[src/rtl/addr_rebuild_pkg.sv]
package addr_rebuild_pkg;
  localparam int ADDR_W  = 64;  // system address width
  localparam int PHYS_W  = 40;  // implemented physical bits, sign bit is PHYS_W-1
  localparam int PAGE_W  = 12;  // bits never touched by interleaving
  localparam int NODE_HI = 36;  // node input address field is [NODE_HI-1:PAGE_W]
  localparam int CODE_W  = 3;
  localparam int SEL_W   = 3;
  localparam int SHIFT_W = 2;

  // interleave code to number of removed node bits
  function automatic logic [SHIFT_W-1:0] shift_of_code(input logic [CODE_W-1:0] code);
    case (code)
      CODE_W'(1): return SHIFT_W'(1);
      CODE_W'(3): return SHIFT_W'(2);
      CODE_W'(7): return SHIFT_W'(3);
      default:    return SHIFT_W'(0);
    endcase
  endfunction

  // put the select bits back at PAGE_W, moving the node field up
  function automatic logic [ADDR_W-1:0] reinsert_sel(input logic [ADDR_W-1:0] a,
                                                     input logic [SHIFT_W-1:0] s,
                                                     input logic [SEL_W-1:0] sel);
    logic [ADDR_W-1:0] field_msk, low_msk, mid, low, ins;
    logic [SEL_W-1:0]  sel_msk;
    if (s == '0) return a;
    low_msk   = (ADDR_W'(1) << PAGE_W) - ADDR_W'(1);
    field_msk = ((ADDR_W'(1) << NODE_HI) - ADDR_W'(1)) & ~low_msk;
    mid       = (a & field_msk) << s;
    low       = a & low_msk;
    sel_msk   = SEL_W'((1 << s) - 1);
    ins       = ADDR_W'(sel & sel_msk) << PAGE_W;
    return mid + low + ins;
  endfunction

  // truncate to the implemented width and replicate its top bit
  function automatic logic [ADDR_W-1:0] canonical(input logic [ADDR_W-1:0] v);
    logic [PHYS_W-1:0] t;
    t = v[PHYS_W-1:0];
    return {{(ADDR_W-PHYS_W){t[PHYS_W-1]}}, t};
  endfunction

  function automatic logic in_window(input logic [ADDR_W-1:0] x,
                                     input logic [ADDR_W-1:0] base,
                                     input logic [ADDR_W-1:0] size);
    return (x >= base) && (x < base + size);
  endfunction
endpackage

[src/rtl/intlv_restore.sv]
module intlv_restore
  import addr_rebuild_pkg::*;
#(
  parameter int AW = ADDR_W,
  parameter int CW = CODE_W,
  parameter int SW = SEL_W
) (
  input  logic [AW-1:0]      node_addr,
  input  logic [CW-1:0]      code,
  input  logic [SW-1:0]      sel,
  output logic [SHIFT_W-1:0] shift_cnt,
  output logic [AW-1:0]      dram_addr
);
  always_comb begin
    shift_cnt = shift_of_code(code);
    dram_addr = reinsert_sel(node_addr, shift_cnt, sel);
  end
endmodule

[src/rtl/sys_map.sv]
module sys_map
  import addr_rebuild_pkg::*;
#(
  parameter int AW = ADDR_W,
  parameter int PW = PHYS_W
) (
  input  logic [AW-1:0] dram_addr,
  input  logic [PW-1:0] node_base,
  input  logic          hole_en,
  input  logic [AW-1:0] hole_base,
  input  logic [AW-1:0] hole_offset,
  input  logic [AW-1:0] hole_size,
  output logic          hole_hit,
  output logic [AW-1:0] sys_addr
);
  logic [AW-1:0] base_sum;

  always_comb begin
    hole_hit = hole_en && in_window(dram_addr, hole_base, hole_size);
    base_sum = dram_addr + AW'(node_base);
    sys_addr = hole_hit ? (dram_addr + hole_offset) : canonical(base_sum);
  end
endmodule

[src/rtl/rebuild_out_stage.sv]
module rebuild_out_stage #(
  parameter int W = 8
) (
  input  logic         clk,
  input  logic         rst_n,
  input  logic         in_valid,
  output logic         in_ready,
  input  logic [W-1:0] in_data,
  output logic         out_valid,
  input  logic         out_ready,
  output logic [W-1:0] out_data
);
  assign in_ready = !out_valid || out_ready;

  always_ff @(posedge clk) begin
    if (!rst_n) begin
      out_valid <= 1'b0;
      out_data  <= '0;
    end else if (in_ready) begin
      out_valid <= in_valid;
      if (in_valid) out_data <= in_data;
    end
  end
endmodule

[src/rtl/dram_sys_addr_rebuild.sv]
module dram_sys_addr_rebuild
  import addr_rebuild_pkg::*;
#(
  parameter int AW = ADDR_W,
  parameter int PW = PHYS_W,
  parameter int CW = CODE_W,
  parameter int SW = SEL_W
) (
  input  logic          clk,
  input  logic          rst_n,
  input  logic [CW-1:0] cfg_intlv_code,
  input  logic [SW-1:0] cfg_intlv_sel,
  input  logic [PW-1:0] cfg_node_base,
  input  logic          cfg_hole_en,
  input  logic [AW-1:0] cfg_hole_base,
  input  logic [AW-1:0] cfg_hole_offset,
  input  logic [AW-1:0] cfg_hole_size,
  input  logic          in_valid,
  output logic          in_ready,
  input  logic [AW-1:0] in_addr,
  output logic          out_valid,
  input  logic          out_ready,
  output logic [AW-1:0] out_dram,
  output logic [AW-1:0] out_sys
);
  localparam int DW = 2 * AW + 1;

  logic [SHIFT_W-1:0] shift_cnt;
  logic [AW-1:0]      dram_c, sys_c;
  logic               hole_c, hole_q;
  logic [DW-1:0]      stage_q;
  logic               accept;

  assign accept = in_valid && in_ready;

  intlv_restore #(.AW(AW), .CW(CW), .SW(SW)) i_restore (
    .node_addr (in_addr),
    .code      (cfg_intlv_code),
    .sel       (cfg_intlv_sel),
    .shift_cnt (shift_cnt),
    .dram_addr (dram_c)
  );

  sys_map #(.AW(AW), .PW(PW)) i_map (
    .dram_addr   (dram_c),
    .node_base   (cfg_node_base),
    .hole_en     (cfg_hole_en),
    .hole_base   (cfg_hole_base),
    .hole_offset (cfg_hole_offset),
    .hole_size   (cfg_hole_size),
    .hole_hit    (hole_c),
    .sys_addr    (sys_c)
  );

  rebuild_out_stage #(.W(DW)) i_stage (
    .clk       (clk),
    .rst_n     (rst_n),
    .in_valid  (in_valid),
    .in_ready  (in_ready),
    .in_data   ({hole_c, dram_c, sys_c}),
    .out_valid (out_valid),
    .out_ready (out_ready),
    .out_data  (stage_q)
  );

  assign hole_q   = stage_q[DW-1];
  assign out_dram = stage_q[2*AW-1:AW];
  assign out_sys  = stage_q[AW-1:0];

  // accepted request shows up after exactly one edge
  a_r7_one_cycle: assert property (@(posedge clk) disable iff (!rst_n)
    accept |=> out_valid);

  // a stalled result is held unchanged
  a_r8_hold: assert property (@(posedge clk) disable iff (!rst_n)
    (out_valid && !out_ready) |=> (out_valid && $stable(out_dram) && $stable(out_sys)));

  // the page offset passes through whatever the shift
  a_r3_page_offset: assert property (@(posedge clk) disable iff (!rst_n)
    accept |=> (out_dram[PAGE_W-1:0] == $past(in_addr[PAGE_W-1:0])));

  // zero shift leaves the address untouched
  a_r2_pass: assert property (@(posedge clk) disable iff (!rst_n)
    (accept && shift_cnt == '0) |=> (out_dram == $past(in_addr)));

  // base-path results are canonical
  a_r5_canonical: assert property (@(posedge clk) disable iff (!rst_n)
    (out_valid && !hole_q) |-> ((&out_sys[AW-1:PW-1]) || !(|out_sys[AW-1:PW-1])));
endmodule

[config.mk]
export PLATFORM = sky130hd
export DESIGN_NAME = dram_sys_addr_rebuild
export DESIGN_NICKNAME = d
export VERILOG_FILES = /design/src/rtl/addr_rebuild_pkg.sv /design/src/rtl/intlv_restore.sv /design/src/rtl/sys_map.sv /design/src/rtl/rebuild_out_stage.sv /design/src/rtl/dram_sys_addr_rebuild.sv
export SDC_FILE = /design/constraint.sdc
export NUM_CORES = 1
export LEC_CHECK = 0
export BUFFER_PORTS_ARGS = -buffer_cell sky130_fd_sc_hd__buf_2
export CAP_MARGIN = 20
export CORE_UTILIZATION = 45
export CTS_CLUSTER_DIAMETER = 40
export CTS_CLUSTER_SIZE = 30
export DETAILED_ROUTE_END_ITERATION = 16
export GPL_ROUTABILITY_DRIVEN = 0
export PLACE_DENSITY = 0.68
export SYNTH_ARGS = -nofsm -noshare
export SYNTH_HDL_FRONTEND = slang
export SYNTH_SLANG_ARGS = --single-unit
[constraint.sdc]
create_clock -name clk -period 9 [get_ports clk]
set_clock_uncertainty 0.1 [all_clocks]
set_input_delay 1.35 -clock clk [delete_from_list [all_inputs] [get_ports clk]]
set_output_delay 1.35 -clock clk [all_outputs]
set_load 0.1 [all_outputs]
# After elaboration in Yosys (flattened, before gate mapping)
# Cells that the tools add are included.
[word_totals]
elab_cells = 27
ff_bits = 129
in_bits = 307
output_inout_bits = 130
[classes]
shift = 2
magnitude_cmp = 2
addsub = 6
n_reduce_logical = 6
eq_ne = 3
mux = 5
n_bitwise = 1
[ops]
columns = ["op", "count"]
rows = [
  ["$add A64 B64 Y64", 3],
  ["$mux W64", 3],
  ["$add A64 B12 Y64", 1],
  ["$ge A64 B64 Y1", 1],
  ["$lt A64 B64 Y1", 1],
  ["$shl A36 B2 Y64", 1],
  ["$add A40 B40 Y40", 1],
  ["$pmux W2 S3", 1],
  ["$and A3 B3 Y3", 1],
  ["$eq A3 B1 Y1 const B", 1],
  ["$eq A3 B2 Y1 const B", 1],
  ["$eq A3 B3 Y1 const B", 1],
  ["$shl A1 B2 Y3 const A", 1],
  ["$sub A3 B2 Y3 const B", 1],
  ["$logic_and A1 B1 Y1", 2],
  ["$logic_not A2 Y1", 1],
  ["$reduce_and A2 Y1", 1],
  ["$logic_not A1 Y1", 1],
  ["$logic_or A1 B1 Y1", 1],
  ["$mux W1", 1],
]

# Longest topological paths before layout
[logic_depth]
ltp_word = 11
depth_mapped = 32
depth_no_buf = 27

# Hierarchy
# A second synthesis with hierarchy kept.
[unflattened]
cells_unflattened = 2745
hier_area_um2 = 20449.6
[by_module_without_submodules]
columns = ["module", "cells_per_inst", "area_each_um2", "seq_area_each_um2", "instances"]
rows = [
  ["sys_map", 1853, 12908.6, 0.0, 1],
  ["rebuild_out_stage", 565, 5183.7, 2602.5, 1],
  ["intlv_restore", 327, 2357.3, 0.0, 1],
]

# Worst setup path after synthesis
# Ideal clock, no wire load.
[synth_timing]
path_type = "input port to flip-flop"
startpoint = "input port cfg_intlv_code[2]"
endpoint = "register i_stage.out_data[33]"
t_arrival_ns = 8.254
path_buffers = 6
path_slack_ns = 0.575
setup_time_ns = 0.071
path_stages = 30
required_time_ns = 8.829
cell_sequence = "buf_2 > buf_4 > xor2_1 > nor2_1 > clkbuf_1 > mux2i_1 > or2_2 > fa_1 > nand2b_1 > a22oi_1 > o211ai_1 > nor4b_1 > nand3_1 > or3b_1 > or3_1 > o22ai_1 > a21oi_1 > ha_1 > nand2_1 > nor4_1 > nand4_1 > or3_1 > nor2_1 > a21oi_1 > a211oi_1 > clkbuf_1 > clkbuf_1 > clkbuf_1 > a21oi_1 > a21oi_1"
[synth_between]
elab_chain_len = 11
elab_cells_between_ends = 20
classes_between = "5 x add/sub; 2 x order compare; 3 x eq/ne; 2 x shift; 4 x mux; 1 x bitwise; 3 x reduce/logical"
[synth_rtl]
columns = ["element", "line", "rtl"]
rows = [
  ["from (decl)", "dram_sys_addr_rebuild.sv:11", "input logic [CW-1:0] cfg_intlv_code,"],
  ["$eq A3 B3 Y1 (tied with other cells)", "addr_rebuild_pkg.sv:12", "case (code)"],
  ["$pmux W2 S3 *", "addr_rebuild_pkg.sv:12", ""],
  ["parallel branches: the longest is 4 deep, another holds $add A64 B12 Y64", "-", ""],
  ["$mux W64 *", "addr_rebuild_pkg.sv:27", "low_msk = (ADDR_W'(1) << PAGE_W) - ADDR_W'(1);"],
  ["net dram_c[38]", "dram_sys_addr_rebuild.sv:29", "logic [AW-1:0] dram_c, sys_c;"],
  ["$ge A64 B64 Y1 / $lt A64 B64 Y1 (equally long branches)", "addr_rebuild_pkg.sv:46", "return (x >= base) && (x < base + size);"],
  ["$logic_and A1 B1 Y1 *", "addr_rebuild_pkg.sv:46", ""],
  ["$logic_and A1 B1 Y1 *", "sys_map.sv:19", "hole_hit = hole_en && in_window(dram_addr, hole_base, hole_size);"],
  ["$mux W64 *", "sys_map.sv:21", "sys_addr = hole_hit ? (dram_addr + hole_offset) : canonical(base_sum);"],
  ["to (signal assigned)", "rebuild_out_stage.sv:21", "if (in_valid) out_data <= in_data;"],
  ["to (decl)", "rebuild_out_stage.sv:11", "output logic [W-1:0] out_data"],
]
# Mark *: on every way through the listed nets, which the timed path passes.
# A chain may end at the register's enable or synchronous reset.

# Worst setup path in the final report
[layout_timing]
startpoint = "input port cfg_intlv_code[0]"
endpoint = "register i_stage.out_data[45]"
[layout_between]
elab_chain_len = 11
elab_cells_between_ends = 20
classes_between = "5 x add/sub; 2 x order compare; 3 x eq/ne; 2 x shift; 4 x mux; 1 x bitwise; 3 x reduce/logical"
[layout_rtl]
columns = ["element", "line"]
rows = [
  ["$eq A3 B3 Y1 (tied with other cells)", "addr_rebuild_pkg.sv:12"],
  ["$pmux W2 S3 *", "addr_rebuild_pkg.sv:12"],
  ["parallel branches: the longest is 4 deep, another holds $add A64 B12 Y64", "-"],
  ["$mux W64 *", "addr_rebuild_pkg.sv:27"],
  ["net dram_c[38]", "dram_sys_addr_rebuild.sv:29"],
  ["$ge A64 B64 Y1 / $lt A64 B64 Y1 (equally long branches)", "addr_rebuild_pkg.sv:46"],
  ["$logic_and A1 B1 Y1", "addr_rebuild_pkg.sv:46"],
  ["$logic_and A1 B1 Y1", "sys_map.sv:19"],
  ["$mux W64 *", "sys_map.sv:21"],
]
# Marked as above.

==> summary.txt <==
STA
  • Tcrit/Tclk final: 0.916
  • Slew @ Worst Pin: 1.18 ns
  • Post-route setup TNS: 0 ns
  • Highest clock rate: 121 MHz
  • Slew Limit Headroom: 0.209
  • Hold Fails Final Rpt: 0
  • Max-slew violation count: 0
  • RSZ-0062 raised after global routing: false
  • Final min period: 8.24 ns
  • Endpoints failing setup: 0

Cells and area
  • Finished Core Util: 0.537
  • Nets@finish: 3,540
  • Final Non-Filler Cells: 3,494
  • Register area: 0.00258 sq mm
  • Layout cells sized above 1: 0.182
  • Area of the multi-input gates: 0.0151 sq mm
  • Synth-to-layout area growth: 18.0%
  • Filler cells: 4,027

Synthesis
  • Synthesis-stage register bit count: 129
  • Most common flop cell mapped by yosys: dfxtp_1
  • Mapped Area: 0.0186 sq mm
  • Leading area contributor after synthesis: ha_1
  • Yosys warns: 0
  • Sequential fraction of the synthesis area: 0.139
  • Syn_area_per_cell: 7.24 sq um
  • Cells after synthesis: 2,568
  • Top post-synthesis cells by area: ha_1, dfxtp_1, a21oi_1, nand2_1, xnor2_1
  • Synth async-reset ratio: 0
  • Area fraction of the dominant cell type after synthesis: 0.198
  • Post-Syn Nets: 3,173
  • Post-synth EDFFs: 0
  • Synth cell types: 83

Floorplanning
  • Row Count: 74
  • Ports: 437
  • Die X: 205 um
  • Chip height: 205 um
  • Die footprint: 0.0421 sq mm
  • Core area: 0.0408 sq mm
  • Initial Utilization: 0.455

Power
  • Clock power share: 0.240
  • Cell Pwr Density: 157 mW/mm^2
  • Leak: 10.8 nW
  • Flop pwr share: 0.190
  • VDD IR-drop max: 0.0000834 V
  • Final Power: 0.00345 W
  • Comb pwr share: 0.570
  • Net Sw Frac: 0.479
  • Internal Power: 0.00180 W
  • Sw power: 0.00165 W

Clock network
  • Clk root buf: clkbuf_16
  • Clock Latency Late Sink: 0.45 ns
  • CTS clk-pin slew, worst paths: 0.06 ns
  • Clock buffer depth: 2
  • H-tree levels: 4
  • CTS tree: yes
  • Postcts setup bufs: 0
  • TritonCTS Sinks: 129
  • Resized Gates After CTS: 0
  • CTS Hold Bufs: 0
  • Cts bufs inserted: 17

Routing
  • 1st-iter DRT viols: 1,849
  • Vias/cell: 6.07
  • DRC: 0
  • Vias: 21,220
  • 1st-pass router iterations: 6
  • WL per Instance: 20.1 um
  • Final Routed Wirelength: 70,200 um
  • Detail Route Antenna Nets: 0

Place
  • DP HPWL: 57,500 um
  • Port bufs: 436
  • Dpl cells: 3,448

Global routing
  • First-pass GRT wire length: 106,000 um
  • Grt ovf: 0
  • Initial antenna violation count: 14
  • Vias in the first global route: 19,664
  • Overall Global Routing Usage: 0.321
  • Largest net degree at the start of global routing: 88

Critical path
  • Setup Crit Path Kind: in -> reg
  • Critical path launch point type: primary input
  • Crit. End Element: flop
  • Arr. time, crit path: 8.51 ns
  • Crit Path Max Fanout: 25
  • Worst EP required: 9.27 ns

Worst hold path
  • Worst hold path type: reg -> reg

Flow run
  • MaxCap Viol Count: 0

Status
  • Status: complete, no violations
-- synth_stat cells (22+ instances only) --
| library cell | instances |
|---|---|
| ha_1 | 294 |
| o21a_1 | 31 |
| nand2b_1 | 22 |
| and3_1 | 26 |
| and2_1 | 40 |
| a31oi_1 | 28 |
| o21bai_1 | 29 |
| inv_1 | 125 |
| nor2_1 | 179 |
| o21ai_0 | 146 |
| a21o_1 | 106 |
| xnor2_1 | 95 |
| mux2i_1 | 40 |
| nand3_1 | 55 |
| a211oi_1 | 46 |
| nand4_1 | 56 |
| clkbuf_1 | 99 |
| nor3_1 | 36 |
| nand2_1 | 321 |
| a21oi_1 | 310 |
| dfxtp_1 | 129 |
| xor2_1 | 75 |
-- critical path, stage by stage --
cell,delay (ns)
buf_2,0.36
inv_1,0.20
nor2_1,0.23
mux2i_1,0.10
or2_2,0.31
fa_1,0.42
nand2b_1,0.17
a22oi_1,0.26
o211ai_1,0.23
nor4b_2,0.45
nand3_1,0.19
or3b_1,0.47
or3_1,0.41
o22ai_1,0.14
a21oi_1,0.09
buf_4,0.19
ha_1,0.27
nand2_1,0.06
nor4_1,0.22
nand4_1,0.19
or3_1,0.43
nor2_1,0.10
a21oi_1,0.11
a211oi_4,0.62
or4_4,0.27
o311ai_4,0.30
a311oi_1,0.32
-- per-stage QoR --
stage               setup WS, ns  hold WS [ns]  area (sq um)
floorplan                  0.575         0.783         18600
global placement           0.421         0.340         21200
global route               0.242         0.365         21900
finish                     0.759         0.350         21900
CTS                        0.714         0.353         21900
detailed placement         0.209         0.345         21200
-- worst paths after layout --
| path | start | end | slack (ns) | cells past startpoint |
|---|---|---|---|---|
| hold / removal | i_stage.out_data[1]$_SDFFE_PN0P_ | i_stage.out_data[1]$_SDFFE_PN0P_ | 0.35 | 2 |
| setup reg to reg | i_stage.out_valid$_SDFFE_PN0N_ | i_stage.out_data[62]$_SDFFE_PN0P_ | 5.83 | 6 |
| setup / recovery | cfg_intlv_code[0] | i_stage.out_data[45]$_SDFFE_PN0P_ | 0.76 | 27 |
| hold reg to reg | i_stage.out_data[1]$_SDFFE_PN0P_ | i_stage.out_data[1]$_SDFFE_PN0P_ | 0.35 | 2 |
-- sequential cells by signal, indices dropped and copies added (netlist names) --
register and flops:
i_stage.out_valid 1, i_stage.out_data 128
-- area by class of cell --
cell class | count | share of cell area
diodes | 14 | 0.00160
repair buffers | 465 | 0.110
well taps | 532 | 0.0303
inverters | 126 | 0.0216
multi-input cells | 2196 | 0.688
clock buffers | 20 | 0.0204
clock inverters | 12 | 0.0104
flip-flops and latches | 129 | 0.118
-- routing by layer --
metal / global-route usage / part of all wire / vias to the layer above
li1: - / - / 10126
met1: 0.446 / 0.44 / 9849
met2: 0.485 / 0.43 / 1096
met3: 0.0470 / 0.091 / 149
met4: 0.149 / 0.037 / 0
met5: 0 / 0 / -
-- cells in the final DEF (no fill, tap or decap), types with 40 or more instances in the layout --
cell	netlist	routed
xor2_1	75	75
ha_1	294	294
xnor2_1	95	95
nand2_1	321	319
dfxtp_1	129	129
nand4_1	56	56
a211oi_1	46	45
mux2i_1	40	40
a21oi_1	310	310
inv_1	125	125
a21o_1	106	106
nor2_1	179	179
buf_2	5	436
nand3_1	55	55
o21ai_0	146	146
-- power by group through the flow --
stage	sequential [W]	combinational [W]	clock (W)
floorplan	0.00104	0.00106	0
global placement	0.000666	0.00189	0
detailed placement	0.000667	0.00193	0
CTS	0.000655	0.00193	0.000835
global route	0.000661	0.00212	0.000858
finish	0.000655	0.00197	0.000829
-- cell families (layout without fill, tap and decap cells) --
group,Yosys count,in the layout,share of synthesized area
buf+inv,243,623,0.0510
mux,49,49,0.0270
other cells,0,14,0
compound gates,874,874,0.300
flops,129,129,0.139
fa+ha+maj,300,300,0.203
simple gates,803,803,0.200
xor+xnor,170,170,0.0801
No activity file was read; power rests on OpenSTA's default activity.
